### src/rtl/iopt_pkg.sv
// Package: shared constants and types for the I/O page table translation engine.
// Assumes 4 KiB pages and a 32-bit entry with the page number in its top 24 bits.
package iopt_pkg;
    localparam int unsigned DVA_W       = 32;
    localparam int unsigned PA_W        = 36;
    localparam int unsigned PAGE_SH     = 12;
    localparam int unsigned RANGE_W     = 3;
    localparam int unsigned MIN_WIN_SH  = 24;
    localparam int unsigned PTE_W       = 32;
    localparam int unsigned PTE_PPN_LSB = 8;
    localparam int unsigned PTE_WR_BIT  = 2;
    localparam int unsigned PTE_VLD_BIT = 1;

    localparam logic [31:0] FLT_STAT_BASE = 32'hE082_0000;
    localparam logic [31:0] FLT_STAT_READ = 32'h0004_0000;

    typedef enum logic [1:0] {
        PERM_NONE = 2'b00,
        PERM_RO   = 2'b01,
        PERM_RW   = 2'b11
    } perm_e;

    typedef enum logic [1:0] {
        ST_IDLE  = 2'd0,
        ST_FETCH = 2'd1,
        ST_WAIT  = 2'd2
    } xl_state_e;
endpackage

### src/rtl/iopt_addr_gen.sv
// Module: iopt_addr_gen
// Computes the physical address of the page table entry for one device address.
// The window ends at the top of the device space and spans 2^(MIN_WIN_SH+range)
// bytes; bits at or above that size are cleared before indexing. Each 4 KiB page
// owns one 4-byte entry. Purely combinational.
module iopt_addr_gen #(
    parameter int unsigned DVA_W      = iopt_pkg::DVA_W,
    parameter int unsigned PA_W       = iopt_pkg::PA_W,
    parameter int unsigned RANGE_W    = iopt_pkg::RANGE_W,
    parameter int unsigned MIN_WIN_SH = iopt_pkg::MIN_WIN_SH,
    parameter int unsigned PAGE_SH    = iopt_pkg::PAGE_SH
) (
    input  logic [DVA_W-1:0]   base_i,
    input  logic [RANGE_W-1:0] range_i,
    input  logic [DVA_W-1:0]   dva_i,
    output logic [PA_W-1:0]    ea_o
);
    localparam int unsigned BASE_SH = PA_W - DVA_W;
    localparam int unsigned IDX_SH  = PAGE_SH - 2;

    logic [DVA_W-1:0] win_keep;
    logic [DVA_W-1:0] rel_addr;
    logic [DVA_W-1:0] idx_off;

    // One keep bit per address bit: low bits always kept, upper bits by range code.
    for (genvar i = 0; i < DVA_W; i++) begin : g_keep
        if (i < MIN_WIN_SH) begin : g_fixed
            assign win_keep[i] = 1'b1;
        end else begin : g_sel
            assign win_keep[i] = (32'(range_i) > 32'(i - MIN_WIN_SH));
        end
    end

    // Window-relative offset, scaled to a word-aligned entry offset, added to base.
    always_comb begin
        rel_addr = dva_i & win_keep;
        idx_off  = (rel_addr >> IDX_SH) & ~DVA_W'(3);
        ea_o     = (PA_W'(base_i) << BASE_SH) + PA_W'(idx_off);
    end
endmodule

### src/rtl/iopt_pte_check.sv
// Module: iopt_pte_check
// Decodes a fetched page table entry against the access type. Produces the
// physical address, permission code, fault flag and fault record contents.
// SWAP_BYTES selects a byte-lane reversal for a little-endian memory port.
// Purely combinational.
module iopt_pte_check #(
    parameter int unsigned DVA_W      = iopt_pkg::DVA_W,
    parameter int unsigned PA_W       = iopt_pkg::PA_W,
    parameter int unsigned PTE_W      = iopt_pkg::PTE_W,
    parameter int unsigned PAGE_SH    = iopt_pkg::PAGE_SH,
    parameter int unsigned PPN_LSB    = iopt_pkg::PTE_PPN_LSB,
    parameter int unsigned WR_BIT     = iopt_pkg::PTE_WR_BIT,
    parameter int unsigned VLD_BIT    = iopt_pkg::PTE_VLD_BIT,
    parameter bit          SWAP_BYTES = 1'b0
) (
    input  logic [PTE_W-1:0]  raw_i,
    input  logic [DVA_W-1:0]  dva_i,
    input  logic              is_write_i,
    output logic [PA_W-1:0]   pa_o,
    output iopt_pkg::perm_e   perm_o,
    output logic              fault_o,
    output logic [31:0]       status_o,
    output logic [DVA_W-1:0]  fault_addr_o
);
    import iopt_pkg::*;

    localparam int unsigned NBYTES = PTE_W / 8;

    logic [PTE_W-1:0] pte;
    logic             pte_vld;
    logic             pte_wr;
    logic             unused_pte_bits;

    // Byte order of the entry word as presented by the memory port.
    if (SWAP_BYTES) begin : g_swap
        for (genvar b = 0; b < NBYTES; b++) begin : g_lane
            assign pte[8*b +: 8] = raw_i[8*(NBYTES-1-b) +: 8];
        end
    end else begin : g_direct
        assign pte = raw_i;
    end

    // Cacheable and write-as-zero bits carry no meaning for translation.
    assign unused_pte_bits = ^{pte[PPN_LSB-1:WR_BIT+1], pte[0]};

    // Valid/writable decode and result formation.
    always_comb begin
        pte_vld      = pte[VLD_BIT];
        pte_wr       = pte[WR_BIT];
        fault_o      = !pte_vld || (is_write_i && !pte_wr);
        pa_o         = fault_o ? '0 : PA_W'({pte[PTE_W-1:PPN_LSB], dva_i[PAGE_SH-1:0]});
        perm_o       = fault_o ? PERM_NONE : (pte_wr ? PERM_RW : PERM_RO);
        status_o     = FLT_STAT_BASE | (is_write_i ? 32'h0 : FLT_STAT_READ);
        fault_addr_o = {dva_i[DVA_W-1:PAGE_SH], {PAGE_SH{1'b0}}};
    end
endmodule

### src/rtl/iopt_ctrl.sv
// Module: iopt_ctrl
// Sequencer for one translation at a time: accept, issue the entry read, wait
// for the entry word. Assumes the memory returns exactly one beat per read and
// never returns a beat before its request has been accepted.
module iopt_ctrl (
    input  logic clk,
    input  logic rst_n,
    input  logic req_valid_i,
    input  logic rd_ready_i,
    input  logic rsp_valid_i,
    output logic req_ready_o,
    output logic rd_valid_o,
    output logic load_o,
    output logic capture_o
);
    import iopt_pkg::*;

    xl_state_e state_q;
    xl_state_e state_d;

    // Handshake decode from the current state.
    always_comb begin
        req_ready_o = (state_q == ST_IDLE);
        rd_valid_o  = (state_q == ST_FETCH);
        load_o      = req_ready_o && req_valid_i;
        capture_o   = (state_q == ST_WAIT) && rsp_valid_i;
    end

    // Next-state selection.
    always_comb begin
        state_d = state_q;
        unique case (state_q)
            ST_IDLE:  if (req_valid_i) state_d = ST_FETCH;
            ST_FETCH: if (rd_ready_i)  state_d = ST_WAIT;
            ST_WAIT:  if (rsp_valid_i) state_d = ST_IDLE;
            default:                   state_d = ST_IDLE;
        endcase
    end

    // State register.
    always_ff @(posedge clk) begin
        if (!rst_n) state_q <= ST_IDLE;
        else        state_q <= state_d;
    end
endmodule

### src/rtl/iopt_xlate_top.sv
// Module: iopt_xlate_top
// Single-level I/O page table translation engine. Latches the request and the
// configuration at acceptance, fetches one entry, and registers the decoded
// result into a one-cycle response pulse and, on a fault, a fault record.
// Assumes the register file applies any masking to cfg_base.
module iopt_xlate_top #(
    parameter int unsigned DVA_W      = iopt_pkg::DVA_W,
    parameter int unsigned PA_W       = iopt_pkg::PA_W,
    parameter int unsigned RANGE_W    = iopt_pkg::RANGE_W,
    parameter int unsigned PTE_W      = iopt_pkg::PTE_W,
    parameter bit          SWAP_BYTES = 1'b0
) (
    input  logic               clk,
    input  logic               rst_n,
    input  logic [DVA_W-1:0]   cfg_base,
    input  logic [RANGE_W-1:0] cfg_range,
    input  logic               req_valid,
    output logic               req_ready,
    input  logic [DVA_W-1:0]   req_addr,
    input  logic               req_write,
    output logic               pte_rd_valid,
    input  logic               pte_rd_ready,
    output logic [PA_W-1:0]    pte_rd_addr,
    input  logic               pte_rsp_valid,
    input  logic [PTE_W-1:0]   pte_rsp_data,
    output logic               rsp_valid,
    output logic [PA_W-1:0]    rsp_pa,
    output logic [1:0]         rsp_perm,
    output logic               rsp_fault,
    output logic               flt_wr,
    output logic [31:0]        flt_status,
    output logic [DVA_W-1:0]   flt_addr,
    output logic               irq_raise
);
    import iopt_pkg::*;

    logic             load;
    logic             capture;
    logic [PA_W-1:0]  ea_next;
    logic [PA_W-1:0]  ea_q;
    logic [DVA_W-1:0] dva_q;
    logic             wr_q;
    logic [PA_W-1:0]  dec_pa;
    perm_e            dec_perm;
    logic             dec_fault;
    logic [31:0]      dec_status;
    logic [DVA_W-1:0] dec_faddr;

    iopt_ctrl u_ctrl (
        .clk         (clk),
        .rst_n       (rst_n),
        .req_valid_i (req_valid),
        .rd_ready_i  (pte_rd_ready),
        .rsp_valid_i (pte_rsp_valid),
        .req_ready_o (req_ready),
        .rd_valid_o  (pte_rd_valid),
        .load_o      (load),
        .capture_o   (capture)
    );

    iopt_addr_gen #(
        .DVA_W   (DVA_W),
        .PA_W    (PA_W),
        .RANGE_W (RANGE_W)
    ) u_addr (
        .base_i  (cfg_base),
        .range_i (cfg_range),
        .dva_i   (req_addr),
        .ea_o    (ea_next)
    );

    iopt_pte_check #(
        .DVA_W      (DVA_W),
        .PA_W       (PA_W),
        .PTE_W      (PTE_W),
        .SWAP_BYTES (SWAP_BYTES)
    ) u_check (
        .raw_i        (pte_rsp_data),
        .dva_i        (dva_q),
        .is_write_i   (wr_q),
        .pa_o         (dec_pa),
        .perm_o       (dec_perm),
        .fault_o      (dec_fault),
        .status_o     (dec_status),
        .fault_addr_o (dec_faddr)
    );

    assign pte_rd_addr = ea_q;

    // Latch request fields and the entry address at acceptance.
    always_ff @(posedge clk) begin
        if (!rst_n) begin
            dva_q <= '0;
            wr_q  <= 1'b0;
            ea_q  <= '0;
        end else if (load) begin
            dva_q <= req_addr;
            wr_q  <= req_write;
            ea_q  <= ea_next;
        end
    end

    // One-cycle result and fault strobes.
    always_ff @(posedge clk) begin
        if (!rst_n) begin
            rsp_valid <= 1'b0;
            rsp_fault <= 1'b0;
            flt_wr    <= 1'b0;
            irq_raise <= 1'b0;
        end else begin
            rsp_valid <= capture;
            rsp_fault <= capture && dec_fault;
            flt_wr    <= capture && dec_fault;
            irq_raise <= capture && dec_fault;
        end
    end

    // Result payload, updated on each captured entry.
    always_ff @(posedge clk) begin
        if (!rst_n) begin
            rsp_pa   <= '0;
            rsp_perm <= PERM_NONE;
        end else if (capture) begin
            rsp_pa   <= dec_pa;
            rsp_perm <= dec_perm;
        end
    end

    // Fault record payload, updated only on a faulting capture.
    always_ff @(posedge clk) begin
        if (!rst_n) begin
            flt_status <= '0;
            flt_addr   <= '0;
        end else if (capture && dec_fault) begin
            flt_status <= dec_status;
            flt_addr   <= dec_faddr;
        end
    end
endmodule

### config.mk
export PLATFORM = sky130hd
export DESIGN_NAME = iopt_xlate_top
export DESIGN_NICKNAME = d
export VERILOG_FILES = /design/src/rtl/iopt_pkg.sv /design/src/rtl/iopt_addr_gen.sv /design/src/rtl/iopt_pte_check.sv /design/src/rtl/iopt_ctrl.sv /design/src/rtl/iopt_xlate_top.sv
export SDC_FILE = /design/constraint.sdc
export NUM_CORES = 1
export LEC_CHECK = 0
export BUFFER_PORTS_ARGS = -buffer_cell sky130_fd_sc_hd__buf_2
export CAP_MARGIN = 25
export CORE_UTILIZATION = 48
export DETAILED_ROUTE_END_ITERATION = 8
export PLACE_DENSITY_LB_ADDON = 0.08
export SYNTH_ARGS = -nofsm -noshare
export SYNTH_HDL_FRONTEND = slang
export SYNTH_SLANG_ARGS = --single-unit
### constraint.sdc
create_clock -name clk -period 3 [get_ports clk]
set_input_delay 0.15 -clock clk [delete_from_list [all_inputs] [get_ports clk]]
set_output_delay 0.15 -clock clk [all_outputs]
set_load 0.005 [all_outputs]
==> key figures, run 1 <==
Layout
  – ANT cells: 0
  – Filler cells: between 1000 and 1500
  – FF+latch area: ~0.0026 mm2
  – Final instance area: just under 0.008 mm2
  – Area Overhead vs Synth: 33.0%
  – NumNets Final: between 1000 and 1500
  – Layout Cells excl Fill: between 1000 and 1500
  – Multi-input gate area: 0.00294 mm2
  – Share of layout cells above drive strength 1: 26.3%
  – Util after Layout: around 66%

Min path
  – Min-delay src: req_addr[0]
  – Hold WC Path Type: in -> reg

Placed design
  – Placed Cells: 1028
  – Port Buf Inserts: 202
  – Final Wtd Congestion: around 0.81
  – Hpwl dp: 10.7 mm
  – Placed Area: about 0.0068 mm2

STA
  – Setup TNS: 0 ns
  – Pins over their slew limit: 0
  – Final hold slack: between 0.007 and 0.008 ns
  – Fmax: 383 MHz
  – RSZ-0062 raised after global routing: false
  – Min Tclk post-route: between 2 and 3 ns
  – Setup-failing EPs final: 0
  – Final Hold Viols: 0
  – Final Cycle Share: between 80 and 90%
  – Worst-margin pin slew: ~0.79 ns
  – Slew margin rel.: roughly 48%
  – Worst clock skew: between 0.005 and 0.006 ns

Synth
  – Post-Syn Area: 0.00593 mm2
  – Ys async rst share: 0%
  – Synth top area cells: dfxtp_1 (44%), nand2_1 (9.0%), a21oi_1 (8.5%)
  – Syn Area/Cell: approximately 8.2 um2
  – Most frequent cell after synthesis: nand2_1
  – Ys Warns: 0
  – Main flop type after synthesis: dfxtp_1
  – Synthesized netlist cell count: 722
  – EDFF count, synth: 0
  – Synth top area share: roughly 44%
  – Commonest cells post-synth: nand2_1 (143), dfxtp_1 (129), a21oi_1 (101), nor2_1 (59), buf_4 (48)
  – Yosys top cell by area: dfxtp_1
  – Post-synthesis sequential area ratio: between 40 and 50%
  – Yosys reg bits: around 130
  – Number of distinct library cells after synthesis: 57

Critical path
  – Crit Path Max Fanout: 7
  – R2r setup slk: ~1.0 ns
  – Crit Path Class: in -> reg
  – Startpoint types: primary input
  – Crit end category: register
  – Critical path origin: req_addr[24]
  – R2r startpoint: wr_q$_SDFFE_PN0P_
  – Worst Path Arrival: 2.96 ns
  – Critical path data required time: ~3.4 ns

GRT
  – Initial antenna violation count: 1
  – Overall fraction of global-route tracks in use: between 20 and 25%
  – First-pass GRT wire length: about 25 mm
  – Vias in the first global route: 5377
  – Global route overflow: 0
  – Largest net degree at the start of global routing: 80

Drt
  – 1st-pass router iterations: 4
  – Routed Antenna Nets: 0
  – # DRC: 0
  – Top Layer Used: met4
  – Number of vias in the routed layout: roughly 5700
  – Drt via density: a little over 5
  – Met2 routed WL: between 7 and 8 mm
  – WL/cell: 14.2 um
  – Drt total wl: between 15 and 20 mm
  – DR WL met3: between 800 and 900 um
  – Drt first-iter violations: 360
  – Met1 wire length: 6.73 mm

Clocking
  – TritonCTS Buffers: 17
  – # resized after CTS: 0
  – Worst-Skew Late Latency: roughly 0.42 ns
  – Root buffer cell: clkbuf_16
  – Reg clk slew, reported paths: approximately 0.06 ns
  – Clock Sinks: about 130
  – CTS tree: done
  – H-tree level count: 4
  – CTS max path bufs: 2

Floorplanning
  – Die ar.: 0.0128 mm2
  – Die height: ~110 um
  – Initial Util: just under 50%
  – Die X: ~110 um
  – Row Count: 40
  – Ports: 249
  – Core box area: roughly 0.012 mm2

Pwr
  – Leak Pwr: between 3 and 4 nW
  – Power per Cell Area: 565 mW/mm2
  – Worst vdd rail ir drop: 297 uV

Job
  – Max-cap violations: 0

Outcome
  – Status: finished, final reports clean
-- cell families (layout without fill, tap and decap cells) --
kind of cell / after synthesis / after routing / share of synthesized area [%]
other cells: 1 / 40 / 0.0632
fa+ha+maj: 18 / 18 / 3.92
buf+inv: 96 / 298 / 9.51
compound gates: 198 / 198 / 20.8
flops: 129 / 129 / 43.5
simple gates: 259 / 259 / 19.0
xor+xnor: 21 / 21 / 3.10
-- worst max-delay path: stages --
cell and delay [ns]:
dlygate4sd3_1 0.54, buf_2 0.14, o31a_1 0.11, ha_1 0.41, nand3_1 0.13, nor3_1 0.19, o31ai_1 0.14, a31o_2 0.31
a211oi_1 0.38, o2111ai_1 0.17, xor2_1 0.16, a21oi_1 0.14
-- placed cells by master, fill, tap and decap left out, types with 4 or more instances in the layout --
cell           netlist  layout
a21o_1               8       8
a21oi_1            101     101
a22oi_1             37      37
and3_1               5       5
buf_2                0     202
buf_4               48       5
clkbuf_16            0      17
clkinv_2             0       6
conb_1               1      40
dfxtp_1            129     129
dlygate4sd3_1        1      50
ha_1                17      17
inv_1                8       7
nand2_1            143     142
nand2b_1             5       5
nand3_1             14      14
nand4_1              7       7
nor2_1              59      58
o21ai_0             24      24
or3_1                4       4
xnor2_1             12      12
xor2_1               9       9
-- power breakdown --
group          total [mW]  internal, mW  switching [mW]
Combinational       0.603         0.267           0.336
Sequential           1.83          1.79          0.0398
Clock                2.02          1.28           0.741
Total                4.46          3.34            1.12
-- through the flow --
step / total power [mW] / setup slack (ns)
2_1_floorplan: 2.24 / 0.785
3_3_place_gp: 2.40 / 0.375
3_5_place_dp: 2.42 / 0.323
4_1_cts: 4.48 / 0.419
5_1_grt: 4.64 / 0.147
6_report: 4.46 / 0.388
-- worst paths after layout --
check	end	cells past startpoint
max reg2reg	flt_addr[18]$_SDFFE_PN0P_	5
min reg2reg	pte_rd_addr[20]$_SDFFE_PN0P_	2
max	pte_rd_addr[34]$_SDFFE_PN0P_	12
min	dva_q[0]$_SDFFE_PN0P_	3
-- sequential cells by signal, indices dropped and copies added (netlist names) --
register,count
u_ctrl.state_q,2
irq_raise,1
pte_rd_addr,32
rsp_pa,36
flt_status,2
wr_q,1
rsp_valid,1
rsp_perm,2
flt_addr,20
dva_q,32
-- cell type report --
class	instances	area share [%]
Inverter	8	0.397
Timing Repair Buffer	258	19.9
Clock inverter	10	1.38
Sequential cell	129	32.7
Multi-Input combinational cell	536	37.3
Tap cell	147	2.33
Clock buffer	22	6.01
-- repair_timing --
action,4_1_cts,5_1_grt
setup endpoints to repair,0,0
setup buffers,0,0
hold endpoints to repair,50,0
hold buffers,50,0
-- per-layer routing --
metal | track usage [%] | vias to the layer above
li1 | - | 2851
met1 | 29.3 | 2627
met2 | 43.0 | 201
met3 | 5.73 | 25
met4 | 9.21 | 0
met5 | 0 | -
Power figures use the tool's default switching activity.
==> run 2, diff against run 1 <==
--- a/config.mk
+++ b/config.mk
@@ -8,6 +8,7 @@
 export BUFFER_PORTS_ARGS = -buffer_cell sky130_fd_sc_hd__buf_2
 export CAP_MARGIN = 25
 export CORE_UTILIZATION = 48
+export CTS_BUF_LIST = sky130_fd_sc_hd__clkbuf_4 sky130_fd_sc_hd__clkbuf_8 sky130_fd_sc_hd__clkbuf_16
 export DETAILED_ROUTE_END_ITERATION = 8
 export PLACE_DENSITY_LB_ADDON = 0.08
 export SYNTH_ARGS = -nofsm -noshare
==> run 2 against run 1 <==
Critical path depth stayed put; worst hold slack better by 0.0050 ns; routed wire length is 0.30% higher; sequential power hardly changed; die area stayed put; first-iteration DRC count is 6.7% lower; clock power hardly changed; clock skew is 0.00062 ns lower; via count is 0.35% higher; sequential share of layout area hardly changed; cell count hardly changed; largest power group unchanged.
==> key figures, run 2 (same netlist as run 1, synthesis figures left out) <==
Floorplanning
  – Die ar.: 0.0128 mm2 (unchanged)
  – Ports: 249 (unchanged)
  – Initial Util: 49.4% (unchanged)
  – Row Count: 40 (unchanged)
  – Core box area: 0.0120 mm2 (unchanged)
  – Die height: 113 um (unchanged)
  – Die X: 113 um (unchanged)

Layout
  – ANT cells: 0 (unchanged)
  – Util after Layout: 65.7% (about the same)
  – Commonest cells after routing, fill and taps aside: buf_2 (202), nand2_1 (142), dfxtp_1 (129), a21oi_1 (101), nor2_1 (58)
  – Filler cells: 1018 (-0.29%)
  – Max FFs per register: 36 (unchanged)
  – Top reg by flops: rsp_pa
  – NumNets Final: 1072 (-0.093%)
  – Multi-input gate area: 0.00294 mm2 (unchanged)
  – Share of layout cells above drive strength 1: 26.5% (+0.24 points)
  – Final instance area: 0.00789 mm2 (about the same)
  – Area Overhead vs Synth: 32.9% (about the same)
  – Most common library cell in the layout ignoring fill and taps: buf_2
  – FF+latch area: 0.00258 mm2 (unchanged)

Drt
  – WL/cell: 14.3 um (+0.39%)
  – 1st-pass router iterations: 5 (+1)
  – Routed Antenna Nets: 0 (unchanged)
  – Number of vias in the routed layout: 5724 (+0.35%)
  – Top Layer Used: met4
  – Met1 wire length: 6.72 mm (-0.16%)
  – Met2 routed WL: 7.86 mm (-0.18%)
  – Drt first-iter violations: 336 (-6.7%)
  – DR WL met3: 962 um (+7.2%)
  – Drt total wl: 15.9 mm (+0.30%)
  – # DRC: 0 (unchanged)
  – Drt via density: 5.16 (+0.44%)

STA
  – Setup-failing EPs final: 0 (unchanged)
  – Post-route setup slack: 0.385 ns (-0.00299 ns)
  – RSZ-0062 raised after global routing: false
  – Worst clock skew: 0.00449 ns (-0.000624 ns)
  – Min Tclk post-route: 2.62 ns (+0.00299 ns)
  – Final Cycle Share: 87.2% (+0.10 points)
  – Setup TNS: 0 ns (unchanged)
  – Pins over their slew limit: 0 (unchanged)
  – Slew margin rel.: 47.4% (-0.17 points)
  – Final Hold Viols: 0 (unchanged)
  – Fmax: 382 MHz (-0.11%)
  – Worst-margin pin slew: 0.789 ns (+0.00250 ns)

GRT
  – Vias in the first global route: 5375 (-0.037%)
  – Largest net degree at the start of global routing: 80 (unchanged)
  – Initial antenna violation count: 1 (unchanged)
  – First-pass GRT wire length: 25.1 mm (-0.33%)
  – Global route overflow: 0 (unchanged)
  – Overall fraction of global-route tracks in use: 24.5% (-0.10 points)

Pwr
  – Worst vdd rail ir drop: 297 uV (about the same)
  – Leak Pwr: 3.59 nW (about the same)
  – Power per Cell Area: 567 mW/mm2 (+0.31%)

Placed design
  – Placed Area: 0.00681 mm2 (unchanged)
  – Final Wtd Congestion: 0.810 (unchanged)
  – DP Worst Slack: 0.323 ns (unchanged)
  – Hpwl dp: 10.7 mm (unchanged)
  – Port Buf Inserts: 202 (unchanged)

Clocking
  – H-tree level count: 4 (unchanged)
  – Root buffer cell: clkbuf_16
  – CTS tree: done
  – CTS max path bufs: 2 (unchanged)
  – Clock Sinks: 129 (unchanged)
  – TritonCTS Buffers: 17 (unchanged)
  – Worst-Skew Late Latency: 0.41 ns (about the same)
  – Reg clk slew, reported paths: 0.05 ns (about the same)

Critical path
  – Startpoint types: primary input
  – Crit Path Max Fanout: 7 (unchanged)
  – Worst Path Arrival: 2.96 ns (about the same)
  – R2r setup slk: 1.02 ns (-0.02 ns)
  – Critical path data required time: 3.35 ns (about the same)
  – R2r startpoint: wr_q$_SDFFE_PN0P_
  – Critical path origin: req_addr[24]
  – R2R cell count: 5 (unchanged)
  – Crit end category: register
  – Crit Path Class: in -> reg
  – Critical path destination: pte_rd_addr[34]$_SDFFE_PN0P_
  – Reg-to-Reg End: flt_addr[18]$_SDFFE_PN0P_

Job
  – Max-cap violations: 0 (unchanged)

Outcome
  – Status: finished, final reports clean

Min path
  – Hold WC Path Type: in -> reg
run 2: power by group:
group          internal, mW  switching (mW)  total [mW]
registers              1.79          0.0397        1.83
logic                 0.266           0.336       0.602
clock network          1.30           0.736        2.04
total                  3.36            1.11        4.47
run 2: final cells by class:
| cell class | instances | area share, % |
|---|---|---|
| multi-input combinational | 536 | 37.3 |
| sequential | 129 | 32.7 |
| timing repair buffer | 257 | 19.8 |
| clock buffer | 22 | 6.11 |
| tap | 147 | 2.33 |
| clock inverter | 10 | 1.38 |
| inverter | 8 | 0.397 |
run 2: how the worst min path moves through the flow:
stage / from / to / slack (ns) / cells after the start
final: req_addr[16] / dva_q[16]$_SDFFE_PN0P_ / 0.01 / 3
after floorplan: req_addr[0] / dva_q[0]$_SDFFE_PN0P_ / 0.29 / 2
after detailed placement: pte_rsp_data[31] / rsp_pa[35]$_SDFFE_PN0P_ / 0.39 / 3
after global placement: pte_rsp_data[21] / rsp_pa[25]$_SDFFE_PN0P_ / 0.39 / 3
after CTS: req_addr[16] / dva_q[16]$_SDFFE_PN0P_ / 0.002 / 3
after global routing: req_addr[16] / dva_q[16]$_SDFFE_PN0P_ / 0.008 / 3
run 2: critical path: stages:
cell	delay, ns
dlygate4sd3_1	0.53
buf_2	0.14
o31a_1	0.11
ha_1	0.41
nand3_1	0.13
nor3_1	0.19
o31ai_1	0.14
a31o_2	0.31
a211oi_1	0.38
o2111ai_1	0.17
xor2_1	0.16
a21oi_1	0.14
run 2: what timing repair did:
action,in CTS,in global routing
hold endpoints to repair,49,0
gates resized for setup,0,0
hold buffers,49,0
setup buffers,0,0
run 2: layer usage:
metal  vias up  track usage (%)
met5         -                0
met4         0             9.47
met3        27             5.41
met2       205             42.8
met1      2640             29.3
li1       2852                -
run 2: metrics by stage:
step                      hold slack (ns)  total power, mW  std cells
final                              0.0130             4.47       1109
after global routing              0.00763             4.65       1109
after CTS                         0.00230             4.50       1109
after detailed placement            0.391             2.42       1028
after global placement              0.389             2.40       1028
after floorplan                     0.286             2.24        761
==> run 3, diff against run 2 <==
--- a/config.mk
+++ b/config.mk
@@ -11,6 +11,7 @@
 export CTS_BUF_LIST = sky130_fd_sc_hd__clkbuf_4 sky130_fd_sc_hd__clkbuf_8 sky130_fd_sc_hd__clkbuf_16
 export DETAILED_ROUTE_END_ITERATION = 8
 export PLACE_DENSITY_LB_ADDON = 0.08
+export RECOVER_POWER = 100
 export SYNTH_ARGS = -nofsm -noshare
 export SYNTH_HDL_FRONTEND = slang
 export SYNTH_SLANG_ARGS = --single-unit
==> run 3 against run 2 <==
Worst hold slack got worse by 0.0031 ns; largest power group unchanged; core utilization fell by 1.1 points; highest routed layer unchanged; clock power barely moved; total power fell by 0.25%; clock-buffer cell count did not move; via count barely moved; non-clock buffer count did not move; global-route usage did not move; critical path depth did not move; the flow now finishes with violations (max-capacitance violations, max-slew violations).
==> key figures, run 3 (same netlist as run 1, synthesis figures left out) <==
Outcome
  – Status: finished with violations
  – Violated checks: max-capacitance violations, max-slew violations

Drt
  – Drt first-iter violations: 373 (+11%)
  – WL/cell: 14.3 um (+0.12%)
  – # DRC: 0 (unchanged)
  – Drt total wl: 15.9 mm (+0.12%)
  – Drt via density: 5.16 (about the same)
  – Number of vias in the routed layout: 5725 (+0.017%)
  – 1st-pass router iterations: 5 (unchanged)
  – Routed Antenna Nets: 0 (unchanged)

Critical path
  – R2r setup slk: 0.61 ns (-0.41 ns)
  – Worst Path Arrival: 2.90 ns (-0.06 ns)
  – Crit end category: register
  – WP buf/inv: 2 (unchanged)
  – Worst path cell trace: dlygate4sd3_1 > clkbuf_1 > o31a_1 > ha_1 > nand3_1 > nor3_1 > o31ai_1 > a31o_2 > a211oi_1 > o2111ai_1 > xor2_1 > a21oi_1
  – Crit Path Class: in -> reg
  – Critical path's slowest cell: dlygate4sd3_1
  – Critical path data required time: 3.24 ns (-0.11 ns)
  – Crit Path Max Fanout: 7 (unchanged)
  – Startpoint types: primary input
  – Worst path max stage delay: 0.53 ns (about the same)
  – CP top delay family: compound AO/OA/AOI/OAI gates

Placed design
  – Hpwl dp: 10.7 mm (unchanged)
  – DP Worst Slack: 0.323 ns (unchanged)
  – Port Buf Inserts: 202 (unchanged)
  – Final Wtd Congestion: 0.810 (unchanged)

STA
  – Setup-failing EPs final: 0 (unchanged)
  – Pins over their slew limit: 80 (+80)
  – Worst clock skew: 0.00424 ns (-0.000252 ns)
  – Post-route setup slack: 0.341 ns (-0.0435 ns)
  – Worst-margin pin slew: 1.55 ns (+0.766 ns)
  – Setup TNS: 0 ns (unchanged)
  – Final Cycle Share: 88.6% (+1.5 points)
  – Min Tclk post-route: 2.66 ns (+0.0435 ns)
  – Final Hold Viols: 0 (unchanged)
  – Fmax: 376 MHz (-1.6%)
  – RSZ-0062 raised after global routing: false
  – Slew margin rel.: -3.66% (-51 points)

Layout
  – Util after Layout: 64.6% (-1.1 points)
  – Area Overhead vs Synth: 30.7%
  – NumNets Final: 1072 (unchanged)
  – Top reg by flops: rsp_pa
  – Filler cells: 1067 (+4.8%)
  – Share of layout cells above drive strength 1: 19.4% (-7.1 points)
  – Max FFs per register: 36 (unchanged)
  – Commonest cells after routing, fill and taps aside: nand2_1 (142), buf_2 (138), dfxtp_1 (129), a21oi_1 (101), clkbuf_1 (62)
  – Most common library cell in the layout ignoring fill and taps: nand2_1
  – ANT cells: 0 (unchanged)

Clocking
  – # resized after CTS: 0 (unchanged)
  – TritonCTS Buffers: 17 (unchanged)
  – Root buffer cell: clkbuf_16
  – Post-CTS setup buffer count: 0 (unchanged)
  – Reg clk slew, reported paths: 0.05 ns (about the same)
  – H-tree level count: 4 (unchanged)
  – Worst-Skew Late Latency: 0.41 ns (about the same)
  – CTS max path bufs: 2 (unchanged)
  – Clock Sinks: 129 (unchanged)
  – CTS tree: done

GRT
  – Largest net degree at the start of global routing: 80 (unchanged)
  – Overall fraction of global-route tracks in use: 24.5% (unchanged)
  – Global route overflow: 0 (unchanged)
  – First-pass GRT wire length: 25.1 mm (unchanged)
  – Initial antenna violation count: 1 (unchanged)
  – Vias in the first global route: 5375 (unchanged)

Job
  – Max-cap violations: 1 (+1)

Pwr
  – Worst vdd rail ir drop: 299 uV (+0.47%)
  – Leak Pwr: 3.30 nW (-8.2%)
  – Power per Cell Area: 575 mW/mm2 (+1.5%)
  – Total Power: 4.46 mW (-0.25%)

Floorplanning
  – Core box area: 0.0120 mm2 (unchanged)
  – Die X: 113 um (unchanged)
  – Initial Util: 49.4% (unchanged)
  – Row Count: 40 (unchanged)
  – Die height: 113 um (unchanged)
  – Die ar.: 0.0128 mm2 (unchanged)
  – Ports: 249 (unchanged)

Min path
  – Hold WC Path Type: in -> reg
[run 3: final timing paths]
kind                                   from                           end  cells after the start
max                            req_addr[24]  pte_rd_addr[34]$_SDFFE_PN0P_                     12
min                            req_addr[15]        dva_q[15]$_SDFFE_PN0P_                      3
max reg2reg  u_ctrl.state_q[1]$_SDFFE_PN0P_  pte_rd_addr[26]$_SDFFE_PN0P_                      6
min reg2reg    pte_rd_addr[20]$_SDFFE_PN0P_  pte_rd_addr[20]$_SDFFE_PN0P_                      2
[run 3: where the power goes]
part,switching (mW),internal (mW),total (mW)
combinational,0.333,0.255,0.588
sequential,0.0407,1.79,1.83
clock,0.739,1.30,2.04
total,1.11,3.35,4.46
[run 3: cell type report]
cell class / instances / area [um2] / area share [%]
repair buffers: 257 / 1460 / 18.8
flip-flops and latches: 129 / 2580 / 33.3
multi-input cells: 536 / 2900 / 37.5
inverters: 8 / 31.3 / 0.403
clock inverters: 10 / 109 / 1.40
clock buffers: 22 / 482 / 6.21
well taps: 147 / 184 / 2.37
[run 3: worst reg2reg max path, cell delays in order (launching register included)]
cell and delay (ns):
dfxtp_1 0.34, nor2_1 0.21, and2_2 0.18, clkbuf_2 1.02, nand2_1 0.29, nor2_1 0.16
a32o_1 0.13
[run 3: timing repair]
item | CTS | global route
hold buffers | 49 | 0
endpoints found under the setup margin | 0 | 0
hold endpoints to repair | 49 | 0
[run 3: layer usage]
layer / up-vias / track usage [%] / wire [um]
met3: 27 / 5.41 / 947
met1: 2632 / 29.3 / 6730
met4: 0 / 9.47 / 300
met5: - / 0 / 0
li1: 2855 / - / -
met2: 211 / 42.8 / 7900
[run 3: stage by stage]
stage | hold WS (ns) | instance area [um2] | cells
after global routing | 0.00763 | 7750 | 1109
after floorplan | 0.286 | 6080 | 761
after CTS | 0.00230 | 7890 | 1109
after detailed placement | 0.391 | 6810 | 1028
after global placement | 0.389 | 6810 | 1028
final | 0.00988 | 7750 | 1109
